## config.mk

```make
export PLATFORM = sky130hd
export DESIGN_NAME = revision_picker
export DESIGN_NICKNAME = d
export VERILOG_FILES = /design/src/rtl/revision_picker_pkg.sv /design/src/rtl/revision_picker_ctrl.sv /design/src/rtl/revision_picker_dp.sv /design/src/rtl/revision_picker.sv
export SDC_FILE = /design/constraint.sdc
export NUM_CORES = 1
export LEC_CHECK = 0
export BUFFER_PORTS_ARGS = -buffer_cell sky130_fd_sc_hd__buf_2
export CAP_MARGIN = 10
export CORE_MARGIN = 3
export CORE_UTILIZATION = 46
export CTS_BUF_LIST = sky130_fd_sc_hd__clkbuf_4 sky130_fd_sc_hd__clkbuf_8
export DETAILED_ROUTE_END_ITERATION = 8
export HOLD_SLACK_MARGIN = 0.02
export MAX_ROUTING_LAYER = met4
export PLACE_DENSITY = 0.91
export SYNTH_ARGS = -nofsm -noshare
export SYNTH_HDL_FRONTEND = slang
export SYNTH_SLANG_ARGS = --single-unit
```

## constraint.sdc

```tcl
create_clock -name clk -period 2.3 [get_ports clk]
set_clock_uncertainty 0.15 [all_clocks]
set_input_delay 0.46 -clock clk [delete_from_list [all_inputs] [get_ports clk]]
set_output_delay 0.46 -clock clk [all_outputs]
set_load 0.01 [all_outputs]
```

## src/rtl/revision_picker_pkg.sv

```systemverilog
package revision_picker_pkg;
  // strobes the control half hands to the datapath half
  typedef struct packed {
    logic sampleNow;
  } pickStrobes_t;
endpackage

```

## src/rtl/revision_picker_ctrl.sv

```systemverilog
module revision_picker_ctrl
  import revision_picker_pkg::*;
#(
  parameter int SYNC_STAGES = 2
) (
  input  logic         clk,
  input  logic         porRstN,
  input  logic         chipEnN,
  input  logic         outEnRstN,
  input  logic         cfgReqN,
  input  logic         jtagCfgStrobe,
  output pickStrobes_t strobes
);
  localparam int LAST = SYNC_STAGES - 1;

  logic [LAST:0] ceSync, oeSync, cfSync;
  logic          cePrev, oePrev, cfPrev;
  logic          powerUpPend;
  logic          ceHigh, ceRise, oeFall, cfRise;

  // synchronisers; idle level of every line is high
  always_ff @(posedge clk or negedge porRstN) begin
    if (!porRstN) begin
      ceSync      <= '1;
      oeSync      <= '1;
      cfSync      <= '1;
      cePrev      <= 1'b1;
      oePrev      <= 1'b1;
      cfPrev      <= 1'b1;
      powerUpPend <= 1'b1;
    end else begin
      ceSync      <= {ceSync[LAST-1:0], chipEnN};
      oeSync      <= {oeSync[LAST-1:0], outEnRstN};
      cfSync      <= {cfSync[LAST-1:0], cfgReqN};
      cePrev      <= ceSync[LAST];
      oePrev      <= oeSync[LAST];
      cfPrev      <= cfSync[LAST];
      powerUpPend <= 1'b0;
    end
  end

  always_comb begin
    ceHigh = ceSync[LAST];
    ceRise = ceHigh & ~cePrev;
    oeFall = ~oeSync[LAST] & oePrev;
    cfRise = cfSync[LAST] & ~cfPrev;
    strobes.sampleNow = powerUpPend | ceRise | jtagCfgStrobe
                      | (~ceHigh & (oeFall | cfRise));
  end

  // the power-up capture request never comes back
  p_pwrup_once_r2: assert property (@(posedge clk) disable iff (!porRstN)
    !powerUpPend |=> !powerUpPend);

endmodule

```

## src/rtl/revision_picker_dp.sv

```systemverilog
module revision_picker_dp
  import revision_picker_pkg::*;
#(
  parameter int NUM_REVS  = 4,
  parameter int BLK_W     = 4,
  parameter int BLK_SHIFT = 20,
  localparam int REV_W    = $clog2(NUM_REVS),
  localparam int ADDR_W   = BLK_W + BLK_SHIFT
) (
  input  logic                      clk,
  input  logic                      porRstN,
  input  pickStrobes_t              strobes,
  input  logic                      useIntSel,
  input  logic [REV_W-1:0]          pinRev,
  input  logic [REV_W-1:0]          intRev,
  input  logic [NUM_REVS*BLK_W-1:0] startTable,
  input  logic [NUM_REVS-1:0]       revValid,
  output logic [REV_W-1:0]          activeRev,
  output logic [ADDR_W-1:0]         startAddr,
  output logic                      loadStrobe
);
  logic [BLK_W-1:0] blkOf [NUM_REVS];
  logic [REV_W-1:0] wantRev, chosenRev;

  for (genvar r = 0; r < NUM_REVS; r++) begin : g_tbl
    assign blkOf[r] = startTable[r*BLK_W +: BLK_W];
  end

  always_comb begin
    wantRev   = useIntSel ? intRev : pinRev;
    chosenRev = revValid[wantRev] ? wantRev : '0;
  end

  always_ff @(posedge clk or negedge porRstN) begin
    if (!porRstN) begin
      activeRev  <= '0;
      startAddr  <= '0;
      loadStrobe <= 1'b0;
    end else begin
      loadStrobe <= strobes.sampleNow;
      if (strobes.sampleNow) begin
        activeRev <= chosenRev;
        startAddr <= ADDR_W'(blkOf[chosenRev]) << BLK_SHIFT;
      end
    end
  end

  // a captured revision is valid or the fallback
  p_fallback_r11: assert property (@(posedge clk) disable iff (!porRstN)
    loadStrobe |-> (activeRev == '0 || revValid[activeRev]));

  // the revision only moves together with a load strobe
  p_rev_moves_on_load_r8: assert property (@(posedge clk) disable iff (!porRstN)
    (activeRev != $past(activeRev)) |-> loadStrobe);

  // address is block aligned and matches the table
  p_addr_table_r10: assert property (@(posedge clk) disable iff (!porRstN)
    loadStrobe |-> (startAddr[BLK_SHIFT-1:0] == '0 &&
                    startAddr[ADDR_W-1:BLK_SHIFT] == blkOf[activeRev]));

endmodule

```

## src/rtl/revision_picker.sv

```systemverilog
module revision_picker
  import revision_picker_pkg::*;
#(
  parameter int NUM_REVS    = 4,
  parameter int BLK_W       = 4,
  parameter int BLK_SHIFT   = 20,
  parameter int SYNC_STAGES = 2,
  localparam int REV_W      = $clog2(NUM_REVS),
  localparam int ADDR_W     = BLK_W + BLK_SHIFT
) (
  input  logic                      clk,
  input  logic                      porRstN,
  input  logic                      chipEnN,
  input  logic                      outEnRstN,
  input  logic                      cfgReqN,
  input  logic                      jtagCfgStrobe,
  input  logic                      useIntSel,
  input  logic [REV_W-1:0]          pinRev,
  input  logic [REV_W-1:0]          intRev,
  input  logic [NUM_REVS*BLK_W-1:0] startTable,
  input  logic [NUM_REVS-1:0]       revValid,
  output logic [REV_W-1:0]          activeRev,
  output logic [ADDR_W-1:0]         startAddr,
  output logic                      loadStrobe
);
  pickStrobes_t strobes;

  revision_picker_ctrl #(.SYNC_STAGES(SYNC_STAGES)) ctrl_i (
    .clk          (clk),
    .porRstN      (porRstN),
    .chipEnN      (chipEnN),
    .outEnRstN    (outEnRstN),
    .cfgReqN      (cfgReqN),
    .jtagCfgStrobe(jtagCfgStrobe),
    .strobes      (strobes)
  );

  revision_picker_dp #(
    .NUM_REVS (NUM_REVS),
    .BLK_W    (BLK_W),
    .BLK_SHIFT(BLK_SHIFT)
  ) dp_i (
    .clk       (clk),
    .porRstN   (porRstN),
    .strobes   (strobes),
    .useIntSel (useIntSel),
    .pinRev    (pinRev),
    .intRev    (intRev),
    .startTable(startTable),
    .revValid  (revValid),
    .activeRev (activeRev),
    .startAddr (startAddr),
    .loadStrobe(loadStrobe)
  );

  // every capture request yields a strobe next cycle
  p_load_follows_sample_r9: assert property (@(posedge clk) disable iff (!porRstN)
    strobes.sampleNow |=> loadStrobe);

  // no strobe without a capture request
  p_no_spurious_load_r9: assert property (@(posedge clk) disable iff (!porRstN)
    !strobes.sampleNow |=> !loadStrobe);

endmodule

```

==> results of run 1 <==
[cell families (layout without fill, tap and decap cells)]
| logic type | Yosys count | after routing | synth area share, % |
|---|---|---|---|
| AOI/OAI and AO/OA | 20 | 20 | 17.5 |
| buffers and inverters | 25 | 45 | 19.3 |
| DFF | 17 | 17 | 49.8 |
| muxes | 4 | 4 | 5.26 |
| other | 1 | 21 | 0.426 |
| and+or+nand+nor | 14 | 14 | 7.68 |
[worst paths after layout]
kind | from | cells after the start | end | slack (ns)
min | chipEnN | 1 | ctrl_i.ceSync[0]$_DFF_PN1_ | 0.11
max in group asynchronous | porRstN | 2 | ctrl_i.cfSync[0]$_DFF_PN1_ | 1.24
max reg2reg | ctrl_i.oeSync[1]$_DFF_PN1_ | 5 | dp_i.startAddr[21]$_DFFE_PN0P_ | 0.58
min in group asynchronous | porRstN | 2 | dp_i.loadStrobe$_DFF_PN0_ | 0.45
min reg2reg | ctrl_i.oeSync[0]$_DFF_PN1_ | 0 | ctrl_i.oeSync[1]$_DFF_PN1_ | 0.21
max | ctrl_i.oeSync[1]$_DFF_PN1_ | 5 | dp_i.startAddr[21]$_DFFE_PN0P_ | 0.58
[stage by stage]
step	hold slack (ns)	std cells	total power (W)	utilization (%)	cell area, um^2
floorplan	0.0144	101	0.000446	-	955
global placement	0.196	141	0.000473	57.3	1010
detailed placement	0.198	141	0.000478	57.3	1010
CTS	0.102	146	0.000637	59.4	1050
global route	0.0890	146	0.000668	59.4	1050
finish	0.108	146	0.000627	59.4	1050
[state kept, by name, summed over array words and instances (netlist names), 2 cells and up]
| signal | count |
|---|---|
| ctrl_i.oeSync | 2 |
| dp_i.startAddr | 4 |
| ctrl_i.cfSync | 2 |
| ctrl_i.ceSync | 2 |
| dp_i.activeRev | 2 |
[layout make-up]
class	count	share of cell area, %
tap	25	2.98
clock buffer	3	2.15
sequential	17	41.8
clock inverter	1	0.477
timing repair buffer	37	18.1
inverter	4	1.43
multi-input combinational	59	33.1
[metal layers]
layer  GRT usage (%)  part of all wire, %  vias to the layer above
li1                -                    -                      319
met1            14.0                   38                      280
met5               -                    0                        -
met2            24.4                   50                       43
met3            4.83                   12                        3
met4            4.15                 0.63                        0
[power by group]
| part | leakage, nW | internal [W] | switching, W |
|---|---|---|---|
| clock | 0.0177 | 0.0000646 | 0.0000900 |
| sequential | 0.188 | 0.000331 | 0.0000106 |
| combinational | 0.328 | 0.0000554 | 0.0000758 |
[cell usage in the layout, fill, tap and decap left out, types with 3 or more instances in the layout]
cell type  Yosys  routed
nor2_1         6       6
dfrtp_1        7       7
conb_1         1      21
a31oi_1        4       4
and3_1         4       4
a21boi_0       4       4
clkbuf_4       0       3
o221ai_1       4       4
buf_2          1      36
inv_1          3       3
o21ai_1        4       4
dfstp_2       10      10
[worst max-delay path, delay by kind of cell (launching register included)]
kind / cells / cell delay (ns)
flops: 1 / 0.54
simple gates: 1 / 0.13
compound gates: 3 / 0.64
buf+inv: 1 / 0.15
[timing repair]
action                    CTS  global route
buffers inserted            0             0
hold endpoints to repair    7             0
hold buffers                1             0
==> summary.txt, run 1 <==
Critical path
  • Critical-path top delay cell: dfstp_2
  • Setup crit end kind: flop
  • CP required: 2.33 ns
  • CP arrival: 1.75 ns
  • Crit path max fanout: 9
  • CP peak stage delay: 0.54 ns
  • CP Cell Sequence: o22ai_1 > a2111oi_4 > inv_2 > nor2_1 > a31oi_1
  • Setup Crit Path Kind: flop to flop
  • CP startpoint kind: flop

Logic synthesis
  • Synth top area share: 29.9%
  • Netlist Area Pre-Place: 880 um^2
  • Number of synthesized flops with an enable pin: 0
  • #FFs+latches synth: 17
  • Post-synth top cells: buf_4, dfstp_2, dfrtp_1
  • Seq/Total Area, Yosys: 49.8%
  • Warnings from Yosys: 0
  • Most numerous cell in the Yosys netlist: buf_4
  • Leading area contributor after synthesis: dfstp_2
  • Most used DFF post-synth: dfstp_2
  • Synth Instances: 81
  • Post-synthesis async set-or-reset flop share: 100%
  • Synth area leaders: dfstp_2, dfrtp_1, buf_4
  • Post-Syn Area per Cell: 10.9 um^2
  • Yosys cell types: 22

Layout
  • Filler instances: 168
  • # nets final: 153
  • P&R area growth vs syn: 19.2%
  • Share of cells above drive strength 1: 46.3%
  • Antenna diodes: 0
  • Register Area: 438 um^2
  • Multi-input gate area: 347 um^2

Min path
  • Min-delay worst type: primary input to flop

Placed design
  • Routability Congestion: 0.728
  • Hpwl dp: 1330 um
  • Setup WS pre-CTS: 0.318 ns
  • Port Buffer Count: 36

STA
  • Crit path time final: 1.72 ns
  • Final setup fails: 0
  • Final Hold Fails: 0
  • Fin crit share: 74.7%
  • Fmax achieved: 582 MHz
  • RSZ-0062 raised after global routing: no
  • Fin. max-slew vios: 0
  • Setup_tns: 0 ns
  • Final worst slack: 0.581 ns

Routing
  • Vias per cell: 4.42
  • DRC violations left: 0
  • DRT antenna net count: 0
  • Pre-antenna DRT Iters: 4
  • DR iter-0 viols: 6
  • Post-Route WL: 1580 um
  • Detailed-route via count: 645
  • DR WL/cell: 10.8 um

Die
  • Io pins: 58
  • Core Rows: 15
  • Initial Utilization: 49.9%
  • Die X: 49.7 um
  • Die Height: 49.7 um
  • Core area: 1760 um^2
  • DIE AREA: 2470 um^2

Clocking
  • Clock slew at reported path FFs: 0.10 ns
  • Post-CTS Resized: 0
  • Total clock buffers created by CTS: 3
  • CTS sink count: 17
  • Clk_lat worst skew: 0.29 ns
  • # H-tree levels: 1
  • CTS tree: built
  • Root Buffer: clkbuf_4
  • Maximum buffer depth of the clock tree: 2

Global routing
  • GRT Resource Usage Total: 13.7%
  • First-pass GRT wire length: 2550 um
  • Total gr overflow: 0
  • Largest net degree at the start of global routing: 18
  • Initial antenna violation count: 0
  • Vias in the first global route: 614

Pwr
  • Power Dens Cells: 598 nW/um^2
  • VDD IR-drop max: 289 uV
  • Leakage: 0.534 nW

Status
  • Status: finished clean

Flow run
  • Max_cap viols: 0
No activity file was read; power rests on OpenSTA's default activity.
==> inputs of run 2 (changes only) <==
CORE_UTILIZATION = 43   (was 46)
PLACE_DENSITY = 0.86   (was 0.91)
clock period = 1.75 ns   (was 2.3 ns; I/O delays follow)
==> run 2 against run 1 <==
Compared with the run above:
- first-iteration DRC count stayed put
- global-route usage up 0.81 points
- via count grew 5.6%
- critical path type unchanged
- combinational power up 39%
- count of clock-buffer cells in the layout grew 1
- sequential cell count unchanged
- utilization is 1.2 points higher
==> summary.txt, run 2 (synthesized netlist as in run 1, its figures left out) <==
Status
  • Status: finished clean (unchanged)

Global routing
  • Initial antenna violation count: 0 (unchanged)
  • First-pass GRT wire length: 2770 um (was 2550 um)
  • Total gr overflow: 0 (unchanged)
  • Largest net degree at the start of global routing: 18 (unchanged)
  • Vias in the first global route: 670 (was 614)
  • GRT Resource Usage Total: 14.5% (was 13.7%)

Layout
  • Register Area: 438 um^2 (unchanged)
  • Share of cells above drive strength 1: 46.5% (was 46.3%)
  • Filler instances: 161 (was 168)
  • P&R area growth vs syn: 25.5% (was 19.2%)
  • Max FFs per register: 4 (unchanged)
  • Commonest non-fill, non-tap cell in the layout: buf_2 (unchanged)
  • Antenna diodes: 0 (unchanged)
  • Layout Cells excl Fill: 152 (was 146)
  • Most frequent cells in the layout: buf_2, conb_1, dfstp_2, dfrtp_1, nor2_1 (unchanged)
  • # nets final: 159 (was 153)
  • Multi-input gate area: 347 um^2 (unchanged)
  • Largest Register: dp_i.startAddr (unchanged)

STA
  • Final setup fails: 0 (unchanged)
  • Fmax achieved: 615 MHz (was 582 MHz)
  • Fin crit share: 92.9% (was 74.7%)
  • RSZ-0062 raised after global routing: no (unchanged)
  • Final Hold Fails: 0 (unchanged)
  • Hold WS: 0.212 ns (was 0.108 ns)
  • Crit path time final: 1.63 ns (was 1.72 ns)
  • Fin. max-slew vios: 0 (unchanged)

Clocking
  • CTS sink count: 17 (unchanged)
  • Clock slew at reported path FFs: 0.09 ns (was 0.10 ns)
  • Post-CTS Resized: 0 (unchanged)
  • Root Buffer: clkbuf_4 (unchanged)
  • Maximum buffer depth of the clock tree: 2 (unchanged)
  • Total clock buffers created by CTS: 3 (unchanged)
  • Clk_lat worst skew: 0.28 ns (was 0.29 ns)
  • CTS tree: built (unchanged)
  • # H-tree levels: 1 (unchanged)

Critical path
  • Crit path max fanout: 9 (unchanged)
  • CP required: 1.77 ns (was 2.33 ns)
  • Worst path top cell family by delay: compound AO/OA/AOI/OAI gates (unchanged)
  • Setup Crit Path Kind: flop to flop (unchanged)
  • CP peak stage delay: 0.54 ns (about the same)
  • Critical-path top delay cell: dfstp_2 (unchanged)
  • WP buf/inv: 1 (unchanged)
  • Setup crit end kind: flop (unchanged)
  • CP arrival: 1.64 ns (was 1.75 ns)
  • CP startpoint kind: flop (unchanged)
  • CP Cell Sequence: o22ai_1 > a2111oi_4 > inv_2 > nor2_1 > a31oi_1 (unchanged)

Die
  • Initial Utilization: 48.3% (was 49.9%)
  • Die X: 51.2 um (was 49.7 um)
  • Core area: 1820 um^2 (was 1760 um^2)
  • Io pins: 58 (unchanged)
  • DIE AREA: 2620 um^2 (was 2470 um^2)
  • Core Rows: 15 (unchanged)
  • Die Height: 51.2 um (was 49.7 um)

Routing
  • Post-Route WL: 1620 um (was 1580 um)
  • DRC violations left: 0 (unchanged)
  • Vias per cell: 4.48 (was 4.42)
  • Detailed-route via count: 681 (was 645)
  • DR WL/cell: 10.6 um (was 10.8 um)
  • DRT antenna net count: 0 (unchanged)
  • Pre-antenna DRT Iters: 4 (unchanged)
  • DR iter-0 viols: 6 (unchanged)

Flow run
  • Max_cap viols: 0 (unchanged)

Pwr
  • Power Dens Cells: 767 nW/um^2 (was 598 nW/um^2)
  • Leakage: 0.562 nW (was 0.534 nW)
  • VDD IR-drop max: 385 uV (was 289 uV)

Placed design
  • Routability Congestion: 0.704 (was 0.728)
  • Placed Instances: 144 (was 141)
  • Port Buffer Count: 36 (unchanged)
  • Hpwl dp: 1370 um (was 1330 um)

Min path
  • Min-delay worst type: flop to flop (was primary input to flop)
## run 2: changes by cell type in the layout (fill, tap and decap cells not counted), sizes merged
cell,change
dlygate4sd3,+3
clkinv,-1
clkbuf,+1
buf,+3
## run 2: layout make-up
class                   count  area share [%]
clock buffers               4            2.72
multi-input cells          59            31.4
well taps                  25            2.83
inverters                   4            1.36
flip-flops and latches     17            39.7
repair buffers             43            22.0
## run 2: worst register-to-register path: cells and delay by family (launching register included)
family                 cells  cell delay, ns
and+or+nand+nor            1            0.13
AOI/OAI and AO/OA          3            0.56
buffers and inverters      1            0.14
DFF                        1            0.54
## run 2: metrics by stage
| stage | setup TNS, ns | power [W] | util [%] | instance area (um^2) | setup slack [ns] |
|---|---|---|---|---|---|
| 2_1_floorplan | 0 | 0.000586 | - | 955 | 0.132 |
| 3_3_place_gp | -0.0231 | 0.000628 | 56.8 | 1030 | -0.00836 |
| 3_5_place_dp | -0.193 | 0.000634 | 56.8 | 1030 | -0.0658 |
| 4_1_cts | 0 | 0.000856 | 60.6 | 1100 | 0.0977 |
| 5_1_grt | 0 | 0.000900 | 60.6 | 1100 | 0.0187 |
| 6_report | 0 | 0.000847 | 60.6 | 1100 | 0.125 |
## run 2: final timing paths
kind,startpoint,slack (ns),depth (start not counted),to
min in group asynchronous,porRstN,0.35,2,dp_i.activeRev[1]$_DFFE_PN0P_
max in group asynchronous,porRstN,0.80,2,ctrl_i.oePrev$_DFF_PN1_
hold reg to reg,ctrl_i.ceSync[0]$_DFF_PN1_,0.21,0,ctrl_i.ceSync[1]$_DFF_PN1_
hold / removal,ctrl_i.ceSync[0]$_DFF_PN1_,0.21,0,ctrl_i.ceSync[1]$_DFF_PN1_
setup reg to reg,ctrl_i.oeSync[1]$_DFF_PN1_,0.12,5,dp_i.startAddr[21]$_DFFE_PN0P_
setup / recovery,ctrl_i.oeSync[1]$_DFF_PN1_,0.12,5,dp_i.startAddr[21]$_DFFE_PN0P_
## run 2: timing repair
item / in CTS / in global routing
endpoints found under the hold margin: 10 / 0
setup buffers: 0 / 0
hold buffers: 4 / 0
## run 2: routing by layer
metal | global-route usage, % | wire [um]
met1 | 14.4 | 564
met2 | 27.5 | 874
met3 | 2.62 | 163
met4 | 6.11 | 14
met5 | - | 0
## run 2: power by group
group          total [W]  switching, W  internal (W)
Combinational   0.000182     0.0000997     0.0000827
Sequential      0.000450     0.0000145      0.000435
Clock           0.000215      0.000111      0.000104
Total           0.000847      0.000225      0.000622
